===== src/rtl/spi_fault_slave.sv =====
module spi_fault_slave #(
  parameter int WORD_W = 16,
  parameter int NCH    = 6,
  parameter int CODE_W = 2,
  parameter int CNT_W  = 8
) (
  input  logic                    clk,
  input  logic                    rst_n,
  input  logic                    csb,
  input  logic                    sclk,
  input  logic                    si,
  output logic                    so,
  output logic                    so_oe,
  input  logic [NCH*CODE_W-1:0]   fault_in,
  output logic [WORD_W-1:0]       cmd_out,
  output logic                    cmd_stb,
  output logic                    flt_n
);
  localparam int LAT_W = NCH * CODE_W;
  localparam int BIT_W = $clog2(WORD_W);
  localparam logic [CNT_W-1:0] CNT_MAX = '1;

  logic [1:0] csb_sy, sclk_sy, si_sy;
  logic       csb_q, sclk_q;
  logic [CNT_W-1:0]  cnt_q;
  logic [WORD_W-1:0] rx_q, tx_q;
  logic [LAT_W-1:0]  lat_q, lat_fill;
  logic       flag_en;

  wire csb_s   = csb_sy[1];
  wire cs_fall = csb_q & ~csb_s;
  wire cs_rise = ~csb_q & csb_s;
  wire sc_rise = sclk_sy[1] & ~sclk_q & ~csb_s;
  wire sc_fall = ~sclk_sy[1] & sclk_q & ~csb_s;
  wire frame_ok = (cnt_q != '0) && (cnt_q[BIT_W-1:0] == '0) && (cnt_q != CNT_MAX);

  for (genvar g = 0; g < NCH; g++) begin : g_fill
    assign lat_fill[g*CODE_W +: CODE_W] = (lat_q[g*CODE_W +: CODE_W] == '0)
                                          ? fault_in[g*CODE_W +: CODE_W]
                                          : lat_q[g*CODE_W +: CODE_W];
  end

  always_ff @(posedge clk or negedge rst_n) begin
    if (!rst_n) begin
      csb_sy  <= 2'b11;
      sclk_sy <= 2'b00;
      si_sy   <= 2'b00;
      csb_q   <= 1'b1;
      sclk_q  <= 1'b0;
    end else begin
      csb_sy  <= {csb_sy[0], csb};
      sclk_sy <= {sclk_sy[0], sclk};
      si_sy   <= {si_sy[0], si};
      csb_q   <= csb_s;
      sclk_q  <= sclk_sy[1];
    end
  end

  always_ff @(posedge clk or negedge rst_n) begin
    if (!rst_n) begin
      cnt_q <= '0;
      rx_q  <= '0;
      tx_q  <= '0;
    end else if (cs_fall) begin
      cnt_q <= '0;
      tx_q  <= {{(WORD_W-LAT_W){1'b0}}, lat_q};
    end else begin
      if (sc_rise) begin
        rx_q <= {rx_q[WORD_W-2:0], si_sy[1]};
        if (cnt_q != CNT_MAX) cnt_q <= cnt_q + 1'b1;
      end
      if (sc_fall) tx_q <= {tx_q[WORD_W-2:0], rx_q[0]};
    end
  end

  always_ff @(posedge clk or negedge rst_n) begin
    if (!rst_n) begin
      cmd_out <= '0;
      cmd_stb <= 1'b0;
      lat_q   <= '0;
      flag_en <= 1'b1;
    end else begin
      cmd_stb <= cs_rise & frame_ok;
      if (cs_rise & frame_ok) cmd_out <= rx_q;
      if (cs_rise & frame_ok) lat_q <= fault_in;
      else if (csb_s)         lat_q <= lat_fill;
      if (cs_fall)      flag_en <= 1'b0;
      else if (cs_rise) flag_en <= 1'b1;
    end
  end

  assign so    = tx_q[WORD_W-1];
  assign so_oe = ~csb_s;
  assign flt_n = ~(flag_en & (|lat_q));
endmodule


===== config.mk =====
export PLATFORM = sky130hd
export DESIGN_NAME = spi_fault_slave
export DESIGN_NICKNAME = d
export VERILOG_FILES = /design/src/rtl/spi_fault_slave.sv
export SDC_FILE = /design/constraint.sdc
export NUM_CORES = 1
export LEC_CHECK = 0
export ABC_CLOCK_PERIOD_IN_PS = 2000
export CAP_MARGIN = 20
export CELL_PAD_IN_SITES_DETAIL_PLACEMENT = 1
export CELL_PAD_IN_SITES_GLOBAL_PLACEMENT = 2
export CORE_MARGIN = 2
export CORE_UTILIZATION = 35
export CTS_BUF_LIST = sky130_fd_sc_hd__clkbuf_4 sky130_fd_sc_hd__clkbuf_8
export DETAILED_ROUTE_END_ITERATION = 7
export HOLD_SLACK_MARGIN = 0.06
export PLACE_DENSITY_LB_ADDON = 0.1
export REMOVE_ABC_BUFFERS = 1
export SLEW_MARGIN = 15
export SYNTH_ARGS = -nofsm -noshare
export SYNTH_HDL_FRONTEND = slang
export SYNTH_SLANG_ARGS = --single-unit

===== constraint.sdc =====
create_clock -name clk -period 2 [get_ports clk]
set_input_delay 0.4 -clock clk [delete_from_list [all_inputs] [get_ports clk]]
set_output_delay 0.4 -clock clk [all_outputs]
set_load 0.01 [all_outputs]

==> impl_table.tex <==
\begin{tabular}{lr}
\hline
Metric & Value \\
\hline
\multicolumn{2}{l}{\textbf{Run status}} \\
\quad Outcome & finished, final reports clean \\
\multicolumn{2}{l}{\textbf{Timing}} \\
\quad Final period util & 93.7\% \\
\quad Maximum operating frequency & 533 MHz \\
\quad Final hold slack & 0.359 ns \\
\quad Setup repair after global routing missed its margin & no \\
\quad Slew of the pin with the lowest slew margin & 0.573 ns \\
\quad Number of max-slew violations in the final report & 0 \\
\quad Worst path setup slack after routing & 0.125 ns \\
\quad Minimum clock period after layout & 1.87 ns \\
\quad Fin. Hold Viols & 0 \\
\quad Final setup fails & 0 \\
\quad Worst slew slack as a fraction of its limit & 61.8\% \\
\quad Setup clock skew after layout & 0.0122 ns \\
\multicolumn{2}{l}{\textbf{Clock tree}} \\
\quad Skew-Pair Late Insertion Delay & 0.35 ns \\
\quad Clock tree from TritonCTS & done \\
\quad Register clock-pin slew on the reported worst setup and hold paths & 0.09 ns \\
\quad Clock sink count & 78 \\
\quad CTS H-Tree Depth & 3 \\
\quad Root buffer selected by CTS & sky130\_fd\_sc\_hd\_\_clkbuf\_8 \\
\quad Clock buffer count from CTS & 9 \\
\quad Clk buf depth & 2 \\
\multicolumn{2}{l}{\textbf{Placed design}} \\
\quad HPWL Detailed & 4650 um \\
\quad Number of port buffers & 36 \\
\quad Final GP Congestion & 0.715 \\
\quad Placement Cell Area & 3830 sq um \\
\quad Post-place setup slack & 0.0787 ns \\
\multicolumn{2}{l}{\textbf{Layout}} \\
\quad Total of fill cells in the finished design & 957 \\
\quad Final design instance area without fill & 4140 sq um \\
\quad Area overhead of the layout relative to synthesis & 25.4\% \\
\quad Antenna diode instance count & 0 \\
\quad Layout cell share with drive strength beyond 1 & 27.4\% \\
\quad Layout Nets & 326 \\
\multicolumn{2}{l}{\textbf{Critical path}} \\
\quad Arrival time at the worst endpoint & 1.47 ns \\
\quad Critical path, cell by cell & nor4\_4 -> nand3\_1 -> nand2\_1 -> clkdlybuf4s15\_1 \\
\quad Worst path slowest cell & sky130\_fd\_sc\_hd\_\_dfrtp\_2 \\
\quad Crit path buf inv count & 1 \\
\quad Kind of start point of the critical path & register \\
\quad Data required, critical path & 1.60 ns \\
\quad Worst Path Class, Setup & register to output pin \\
\quad Worst setup EP type & output pin \\
\quad Kind of cell with the highest combined delay on the critical path & simple AND/OR/NAND/NOR gates \\
\quad Maximum fanout encountered on the critical timing path & 3 \\
\quad Worst Reg2Reg Path Length in Cells & 3 \\
\quad Peak per-stage delay on the critical path & 0.44 ns \\
\quad Cell count along the critical path & 4 \\
\multicolumn{2}{l}{\textbf{Drt}} \\
\quad Number of vias in the routed layout & 2162 \\
\quad Post-route antenna net violation count & 0 \\
\quad Total Wirelength & 6940 um \\
\quad DRC violations left & 0 \\
\quad Number of DRC violations after detailed-routing iteration 0 & 54 \\
\quad Drt first pass iters & 4 \\
\quad Via density per instance & 5.14 \\
\quad Routed length per instance & 16.5 um \\
\multicolumn{2}{l}{\textbf{Floorplanning}} \\
\quad Area of the core & 9200 sq um \\
\quad Starting utilization of the core area & 35.9\% \\
\quad DIE HEIGHT & 101 um \\
\quad Number of standard-cell rows in the floorplan & 35 \\
\quad Die footprint & 10200 sq um \\
\quad Die span in x & 101 um \\
\quad I/O pins & 37 \\
\multicolumn{2}{l}{\textbf{GRT}} \\
\quad Number of antenna violations at the first check in global routing & 0 \\
\quad Number of global-route vias before repair & 2343 \\
\quad Wire length of the first global-routing pass & 11800 um \\
\quad Congestion Overflow GR & 0 \\
\quad Global-route total usage across every layer & 15.0\% \\
\quad Largest net degree at the start of global routing & 44 \\
\multicolumn{2}{l}{\textbf{Yosys}} \\
\quad Sequential element share of the synthesized area & 59.3\% \\
\quad Number of synthesis warnings & 0 \\
\quad Area share of xor/xnor cells in the synthesized design & 0\% \\
\quad Portion of netlist area occupied by mux cells & 17.4\% \\
\quad Mapped Avg Cell Area & 13.1 sq um \\
\quad Largest family of logic cells by synthesized area & multiplexers \\
\quad Synth cell types & 36 \\
\quad Number of standard cells after synthesis & 252 \\
\quad Syn Std Cell Area & 3300 sq um \\
\quad Share of synthesized cell area in full adder, half adder and majority cells & 1.52\% \\
\quad Synth Register Bits & 78 \\
\quad Area fraction in and, or, nand and nor cells after synthesis & 8.34\% \\
\quad Share of the synthesized area in compound gates (AO/OA/AOI/OAI) & 9.89\% \\
\multicolumn{2}{l}{\textbf{Min path}} \\
\quad Worst min path class & register to register \\
\quad Hold path depth & 0 \\
\multicolumn{2}{l}{\textbf{Power}} \\
\quad Power density over cell area & 876 nW/um\^{}2 \\
\quad Worst vdd rail ir drop & 0.369 mV \\
\quad Post-layout total power & 3.63 mW \\
\quad Reported leakage power & 1.80 nW \\
\multicolumn{2}{l}{\textbf{Run}} \\
\quad Maximum capacitance violations & 0 \\
\hline
\end{tabular}
final timing paths:
path	startpoint	end	slack [ns]
worst min-delay path	csb_sy[0]	csb_sy[1]	0.36
min in group asynchronous	rst_n	rx_q[3]	0.59
worst max register to register	csb_sy[1]	rx_q[9]	0.16
worst max-delay path	lat_q[4]	flt_n	0.13
max in group asynchronous	rst_n	cmd_out[5]	0.83
worst min register to register	csb_sy[0]	csb_sy[1]	0.36
layer usage:
metal	global-route usage, %	wire (um)
met1	20.6	3470
met2	23.2	3170
met4	5.61	90
met3	3.59	212
met5	0	0
report_power, final:
| group | leakage, nW | switching (mW) | internal [mW] | total, mW |
|---|---|---|---|---|
| logic | 0.722 | 0.180 | 0.232 | 0.413 |
| clock network | 0.107 | 0.595 | 0.726 | 1.32 |
| registers | 0.975 | 0.142 | 1.75 | 1.90 |
| total | 1.80 | 0.917 | 2.71 | 3.63 |
cell usage in the layout, fill, tap and decap left out, drive strengths merged, types with 10 or more instances in the layout:
master,n
dfrtp,74
clkdlybuf4s50,33
nand2,16
o21ai,13
a22o,12
buf,20
o22ai,12
clkbuf,10
mux2i,17
mux2,36
stage by stage:
stage	setup TNS [ns]	std cells	utilization, %
global placement	0	398	41.7
CTS	0	417	44.5
global route	0	421	45.0
detailed placement	0	398	41.7
floorplan	-20.47	238	-
finish	0	421	45.0
Yosys cell counts (all sizes together):
library cell | number | area, sq um
dfrtp | 74 | 1850
mux2 | 36 | 405
mux2i | 17 | 170
nand2 | 16 | 60.1
o21ai | 13 | 65.1
a22o | 12 | 105
o22ai | 12 | 75.1
nor2 | 9 | 50.1
buf | 8 | 68.8
inv | 7 | 26.3
clkbuf | 6 | 22.5
nor4 | 5 | 43.8
a211oi | 4 | 30.0
dfstp | 4 | 105
ha | 4 | 50.1
nand3 | 4 | 20.0
nor2b | 4 | 25.0
a21oi | 3 | 15.0
nand2b | 2 | 12.5
a2111oi | 1 | 8.76
a311oi | 1 | 8.76
and3 | 1 | 6.26
and4 | 1 | 8.76
nand4bb | 1 | 11.3
nor3 | 1 | 5.00
nor3b | 1 | 7.51
nor4bb | 1 | 10.0
o21ba | 1 | 10.0
o31a | 1 | 8.76
or2 | 1 | 6.26
or3b | 1 | 8.76
what timing repair did:
item | in CTS | in global routing
hold buffers | 1 | 0
pin swaps | 1 | 1
gates cloned | 0 | 0
buffers inserted | 2 | 4
setup endpoints to repair | 1 | 2
endpoints found under the hold margin | 23 | 0
gates resized for setup | 2 | 6
sequential cells by signal, summed over array words and instances (netlist names), 2 cells and up:
name     flops
csb_sy       2
rx_q        16
sclk_sy      2
cmd_out     16
tx_q        16
cnt_q        8
lat_q       12
si_sy        2
final cells by class:
type,instances,area [sq um],area share (%)
clock inverters,6,92.6,2.24
repair buffers,56,538,13.0
inverters,7,26.3,0.635
well taps,111,139,3.35
clock buffers,10,131,3.17
multi-input cells,153,1250,30.3
flip-flops and latches,78,1960,47.3
kinds of logic (layout without fill, tap and decap cells):
group | count (synthesis) | count (layout)
DFF | 78 | 78
muxes | 53 | 53
AOI/OAI and AO/OA | 48 | 48
and+or+nand+nor | 48 | 48
buffers and inverters | 21 | 79
adders and majority gates | 4 | 4
(Power assumes the default switching activity.)
